===== config.mk =====
export PLATFORM = sky130hd
export DESIGN_NAME = dual_mode_dfe_slicer
export DESIGN_NICKNAME = d
export VERILOG_FILES = /design/src/rtl/dfe_slicer_pkg.sv /design/src/rtl/therm_gray_decode.sv /design/src/rtl/unrolled_tap.sv /design/src/rtl/mode_guard.sv /design/src/rtl/dual_mode_dfe_slicer.sv
export SDC_FILE = /design/constraint.sdc
export NUM_CORES = 1
export LEC_CHECK = 0
export BUFFER_PORTS_ARGS = -buffer_cell sky130_fd_sc_hd__buf_2
export CORE_AREA = 2 2 39 41
export DETAILED_ROUTE_END_ITERATION = 6
export DIE_AREA = 0 0 41 43
export PLACE_DENSITY = 0.57
export SYNTH_ARGS = -nofsm -noshare
export SYNTH_HDL_FRONTEND = slang
export SYNTH_SLANG_ARGS = --single-unit

===== constraint.sdc =====
create_clock -name clk -period 1.1 [get_ports clk]
set_clock_uncertainty 0.05 [all_clocks]
set_input_delay 0.22 -clock clk [delete_from_list [all_inputs] [get_ports clk]]
set_output_delay 0.22 -clock clk [all_outputs]
set_load 0.02 [all_outputs]

===== src/rtl/dfe_slicer_pkg.sv =====
package dfe_slicer_pkg;
  localparam int CMP_N = 3;
  localparam int SYM_W = 2;
  localparam int CNT_W = $clog2(CMP_N + 1);

  typedef enum logic {
    LANE_NRZ  = 1'b0,
    LANE_PAM4 = 1'b1
  } lane_mode_e;

  function automatic logic [SYM_W-1:0] level_to_gray(input logic [CNT_W-1:0] lvl);
    logic [SYM_W-1:0] b;
    b = SYM_W'(lvl);
    return b ^ (b >> 1);
  endfunction
endpackage


===== src/rtl/therm_gray_decode.sv =====
module therm_gray_decode
  import dfe_slicer_pkg::*;
(
  input  logic [CMP_N-1:0] therm,
  output logic [SYM_W-1:0] sym,
  output logic             bad
);
  logic [CNT_W-1:0] ones;
  logic [CMP_N-1:0] ideal;

  always_comb begin
    ones = '0;
    for (int i = 0; i < CMP_N; i++) begin
      ones = ones + CNT_W'(therm[i]);
    end
    ideal = '0;
    for (int i = 0; i < CMP_N; i++) begin
      ideal[i] = (CNT_W'(i) < ones);
    end
    bad = (ideal != therm);
    sym = level_to_gray(ones);
  end
endmodule


===== src/rtl/unrolled_tap.sv =====
module unrolled_tap (
  input  logic clk,
  input  logic rst,
  input  logic clear,
  input  logic advance,
  input  logic slice_up,
  input  logic slice_dn,
  output logic bit_now,
  output logic prev_q
);
  assign bit_now = prev_q ? slice_up : slice_dn;

  always_ff @(posedge clk) begin
    if (rst || clear) begin
      prev_q <= 1'b0;
    end else if (advance) begin
      prev_q <= bit_now;
    end
  end
endmodule


===== src/rtl/mode_guard.sv =====
module mode_guard #(
  parameter bit RESET_MODE = 1'b0
) (
  input  logic clk,
  input  logic rst,
  input  logic mode_in,
  input  logic sample,
  output logic fresh,
  output logic mode_q
);
  logic pend_q;

  assign fresh = pend_q || (mode_in != mode_q);

  always_ff @(posedge clk) begin
    if (rst) begin
      mode_q <= RESET_MODE;
      pend_q <= 1'b0;
    end else begin
      mode_q <= mode_in;
      pend_q <= fresh && !sample;
    end
  end
endmodule


===== src/rtl/dual_mode_dfe_slicer.sv =====
module dual_mode_dfe_slicer
  import dfe_slicer_pkg::*;
#(
  parameter bit RESET_MODE = 1'b0
) (
  input  logic             clk,
  input  logic             rst,
  input  logic             mode_pam4,
  input  logic             cmp_valid,
  input  logic             cmp_hi,
  input  logic             cmp_mid,
  input  logic             cmp_lo,
  output logic             dec_valid,
  output logic [SYM_W-1:0] dec_bits,
  output logic             dec_pam4,
  output logic             therm_err
);
  logic             fresh;
  logic             mode_q;
  logic             accept;
  logic             nrz_bit;
  logic             prev_q;
  logic [SYM_W-1:0] pam_sym;
  logic             pam_bad;

  assign accept = cmp_valid && !fresh;

  mode_guard #(.RESET_MODE(RESET_MODE)) guard_i (
    .clk    (clk),
    .rst    (rst),
    .mode_in(mode_pam4),
    .sample (cmp_valid),
    .fresh  (fresh),
    .mode_q (mode_q)
  );

  therm_gray_decode dec_i (
    .therm({cmp_hi, cmp_mid, cmp_lo}),
    .sym  (pam_sym),
    .bad  (pam_bad)
  );

  unrolled_tap tap_i (
    .clk     (clk),
    .rst     (rst),
    .clear   (fresh),
    .advance (accept && (mode_pam4 == LANE_NRZ)),
    .slice_up(cmp_hi),
    .slice_dn(cmp_lo),
    .bit_now (nrz_bit),
    .prev_q  (prev_q)
  );

  always_ff @(posedge clk) begin
    if (rst) begin
      dec_valid <= 1'b0;
      dec_bits  <= '0;
      dec_pam4  <= 1'b0;
      therm_err <= 1'b0;
    end else begin
      dec_valid <= accept;
      therm_err <= 1'b0;
      if (accept) begin
        dec_pam4 <= mode_pam4;
        if (mode_pam4 == LANE_PAM4) begin
          dec_bits  <= pam_sym;
          therm_err <= pam_bad;
        end else begin
          dec_bits <= {{(SYM_W-1){1'b0}}, nrz_bit};
        end
      end
    end
  end
endmodule


==> flow_summary.rst <==
.. list-table::
   :header-rows: 1

   * - Metric
     - Value
   * - Result of the run
     - complete, but fails checks
   * - Failing checks
     - negative setup slack
   * - Number of buffers inserted during clock tree synthesis
     - 3
   * - Global-route usage over all layers
     - 10.8%
   * - Clock slew at reported path FFs
     - 50 ps
   * - Area enclosed by the die boundary
     - 1760 um^2
   * - Slowest-stage cell, CP
     - sky130_fd_sc_hd__or3_1
   * - Avg Vias per Cell
     - 4.43
   * - Detailed-router iteration count before antenna repair
     - 2
   * - Critical path's largest stage delay
     - 360 ps
   * - Final Non-Filler Cells
     - 77
   * - Post-route ant nets
     - 0
   * - Netlist area before placement
     - 364 um^2
   * - Final critical-path share of the clock period
     - 107%
   * - Initial standard-cell utilization of the core
     - 26.3%
   * - Classification of the worst setup path
     - register to register
   * - Total of max-cap violations
     - 0
   * - Cell type with the largest total area after synthesis
     - sky130_fd_sc_hd__dfxtp_1
   * - Vias in the first global route
     - about 330
   * - Flop pwr share
     - 46.7%
   * - Count of mapped cells out of synthesis
     - 36
   * - Max H-tree Level
     - 1
   * - Unrepaired setup endpoints after global routing
     - true
   * - DRC viols
     - 0
   * - Net Sw Frac
     - 25.6%
   * - Relative contribution of combinational cells to total power
     - a little over a fifth
   * - Most common library cells after synthesis
     - sky130_fd_sc_hd__dfxtp_1 (8), sky130_fd_sc_hd__nor2_1 (5), sky130_fd_sc_hd__a21oi_1 (4)
   * - Number of synthesis warnings
     - 0
   * - P&R area growth vs syn
     - 53.3%
   * - Core Area
     - 1380 um^2
   * - Leakage Power
     - 0.000262 uW
   * - Clk network pwr share
     - 32.4%
   * - GPL Wtd Cong
     - 0.733
   * - HP Class
     - input port to register
   * - CTS tree
     - done
   * - Fraction of registers with async set or reset after synthesis
     - 0%
   * - Vias
     - 341
   * - Share of cells above drive strength 1
     - 50.8%
   * - Cell area power density
     - 1220 nW/um^2
   * - Port Buffers
     - 11
   * - Library cells used by synthesis
     - 19
   * - FP Rows
     - 14
   * - Power Internal
     - 504 uW
   * - CP cell instances
     - xor2_2 -> or3_1 -> a311oi_2
   * - Total power draw
     - 678 uW
   * - Clk sinks
     - 8
   * - Worst-case headroom to the max-slew limit
     - 79.0%
   * - Pins Over Slew Limit
     - 0
   * - Overall overflow remaining after global route
     - 0
   * - Worst supply voltage drop on vdd
     - roughly 0.44 mV
   * - Yosys reg bits
     - 8
   * - Cells taking the most area after synthesis
     - sky130_fd_sc_hd__dfxtp_1 (44%), sky130_fd_sc_hd__nor4b_4 (6.5%), sky130_fd_sc_hd__a21oi_1 (5.5%)
   * - Register area share after synthesis
     - 44.0%
   * - Net switching component of the power
     - 174 uW
   * - Wire length per cell
     - 9.69 um
   * - Sequential Area
     - 163 um^2
   * - Critical path data required time
     - around 1200 ps
   * - Root buffer selected by CTS
     - sky130_fd_sc_hd__clkbuf_4
   * - Transition at the pin with the smallest max-transition slack
     - 314 ps
   * - Leading register cell type out of synthesis
     - sky130_fd_sc_hd__dfxtp_1
   * - Largest delay share family, worst path
     - simple AND/OR/NAND/NOR gates
   * - Maximum fanout count along the critical path
     - 3
   * - Floorplan die width
     - just over 40 um
   * - F_max
     - 850 MHz
   * - Final setup violation count
     - 3
   * - WL final
     - 746 um
   * - Deepest clock path buffer count
     - 2
   * - Crit. End Element
     - register
   * - Wire length of the first global-routing pass
     - 1.22 mm
   * - Total of fill cells in the finished design
     - 145
   * - Largest net degree at the start of global routing
     - 6
   * - Net Count, Synth
     - 44
   * - Area fraction of the dominant cell type after synthesis
     - a little over two fifths
   * - Top-count cell post-synth
     - sky130_fd_sc_hd__dfxtp_1
   * - Layout net count
     - 71
   * - Period minus WS final
     - 1180 ps
   * - Post-CTS Hold Buffers
     - 0
   * - Syn avg cell area
     - 10.1 um^2
   * - Clock latency at the later pin of the worst-skew pair
     - 250 ps
   * - Half-perimeter wire length after detailed placement
     - 613 um
   * - Number of I/O pins
     - 12
   * - Height of the chip
     - around 43 um
   * - Multi-input combinational cell area
     - approximately 210 um^2
   * - Final hold vios
     - 0
   * - Number of enable flip-flop cells after synthesis
     - 0
   * - Number of buffers and inverters on the critical path
     - 0
   * - Antenna violations before repair
     - 0
   * - Worst Setup Slack, final
     - -76.7 ps
   * - Detailed Route Iter0 Violations
     - 4
   * - Placed instance count
     - 73
   * - Data arrival time at the worst-slack endpoint
     - 1290 ps
   * - Startpoint types
     - register
   * - Diodes inserted
     - 0
==> state kept, by name (all words and copies together) (netlist names) <==
register        flops
dec_bits            2
dec_pam4            1
dec_valid           1
guard_i.mode_q      1
guard_i.pend_q      1
tap_i.prev_q        1
therm_err           1
==> worst min-delay path, stage by stage <==
cell and delay, ps:
sky130_fd_sc_hd__buf_2 90, sky130_fd_sc_hd__buf_4 120, sky130_fd_sc_hd__nor3_1 50
==> final cells by class <==
type                       count  share of cell area (%)
inverter                       2                    1.35
clock buffer                   3                    4.04
tap                           16                    3.59
sequential                     8                    29.1
multi-input combinational     26                    37.2
timing repair buffer          22                    24.7
==> cell usage in the layout, fill, tap and decap left out <==
| master | n |
|---|---|
| sky130_fd_sc_hd__nor2b_1 | 2 |
| sky130_fd_sc_hd__nor4b_4 | 1 |
| sky130_fd_sc_hd__and3_1 | 1 |
| sky130_fd_sc_hd__xor2_2 | 1 |
| sky130_fd_sc_hd__o221a_1 | 1 |
| sky130_fd_sc_hd__a21oi_1 | 3 |
| sky130_fd_sc_hd__nand3_1 | 1 |
| sky130_fd_sc_hd__a311oi_2 | 1 |
| sky130_fd_sc_hd__buf_4 | 11 |
| sky130_fd_sc_hd__fa_1 | 1 |
| sky130_fd_sc_hd__mux2i_1 | 1 |
| sky130_fd_sc_hd__o21a_1 | 1 |
| sky130_fd_sc_hd__a21oi_2 | 1 |
| sky130_fd_sc_hd__dfxtp_2 | 2 |
| sky130_fd_sc_hd__dfxtp_1 | 6 |
| sky130_fd_sc_hd__clkbuf_4 | 3 |
| sky130_fd_sc_hd__inv_1 | 2 |
| sky130_fd_sc_hd__xor2_1 | 1 |
| sky130_fd_sc_hd__or3_1 | 1 |
| sky130_fd_sc_hd__buf_2 | 11 |
| sky130_fd_sc_hd__nor2_1 | 5 |
| sky130_fd_sc_hd__nand2b_1 | 1 |
| sky130_fd_sc_hd__nor3_1 | 1 |
| sky130_fd_sc_hd__o21ai_0 | 1 |
| sky130_fd_sc_hd__nand4_1 | 1 |
==> cells by family after synthesis <==
kind of cell,Yosys count,synth area share [%]
compound gates,8,16.1
flops,8,44.0
buf+inv,2,2.06
mux,1,2.75
simple gates,14,24.7
xor+xnor,2,4.81
fa+ha+maj,1,5.50
==> routing by layer <==
metal / global-route usage [%] / wire length (um) / up-vias
li1: - / - / 180
met1: 10.3 / 283 / 148
met2: 16.9 / 398 / 8
met3: 6.28 / 39 / 5
met4: 6.00 / 25 / 0
met5: 0 / 0 / -
==> power by group through the flow <==
| stage | sequential, uW | combinational (uW) | clock (uW) |
|---|---|---|---|
| after floorplan | 333 | 53.5 | 0 |
| after global placement | 321 | 136 | 0 |
| after detailed placement | 321 | 137 | 0 |
| after CTS | 316 | 140 | 227 |
| after global routing | 319 | 159 | 233 |
| final | 317 | 141 | 220 |
==> final timing paths <==
path                                                 from                   endpoint  slack (ps)  cells after the start
worst max-delay path            guard_i.mode_q$_SDFF_PP0_  tap_i.prev_q$_SDFFE_PP0P_         -80                      3
worst min-delay path                                  rst  guard_i.pend_q$_SDFF_PP0_         210                      3
worst min register to register      dec_pam4$_SDFFE_PP0N_      dec_pam4$_SDFFE_PP0N_         420                      1
worst max register to register  guard_i.mode_q$_SDFF_PP0_  tap_i.prev_q$_SDFFE_PP0P_         -80                      3
==> metrics by stage <==
stage | cell area [um^2] | hold slack (ps) | TNS, ps | utilization [%] | worst slack [ps]
final | 558 | 214 | -137 | 40.3 | -76.7
after global routing | 558 | 227 | -337 | 40.3 | -125
after CTS | 547 | 211 | -119 | 39.5 | -80.9
after detailed placement | 514 | 414 | -494 | 37.2 | -228
after global placement | 514 | 397 | -472 | 37.2 | -227
after floorplan | 364 | 239 | -152 | - | -94.3
==> what timing repair did <==
item / in CTS / in global routing
endpoints found under the setup margin: 5 / 6
pin swaps: 1 / 2
resized for setup: 2 / 2
setup buffers: 1 / 0
Note: power is estimated with default switching activity, not from simulation.
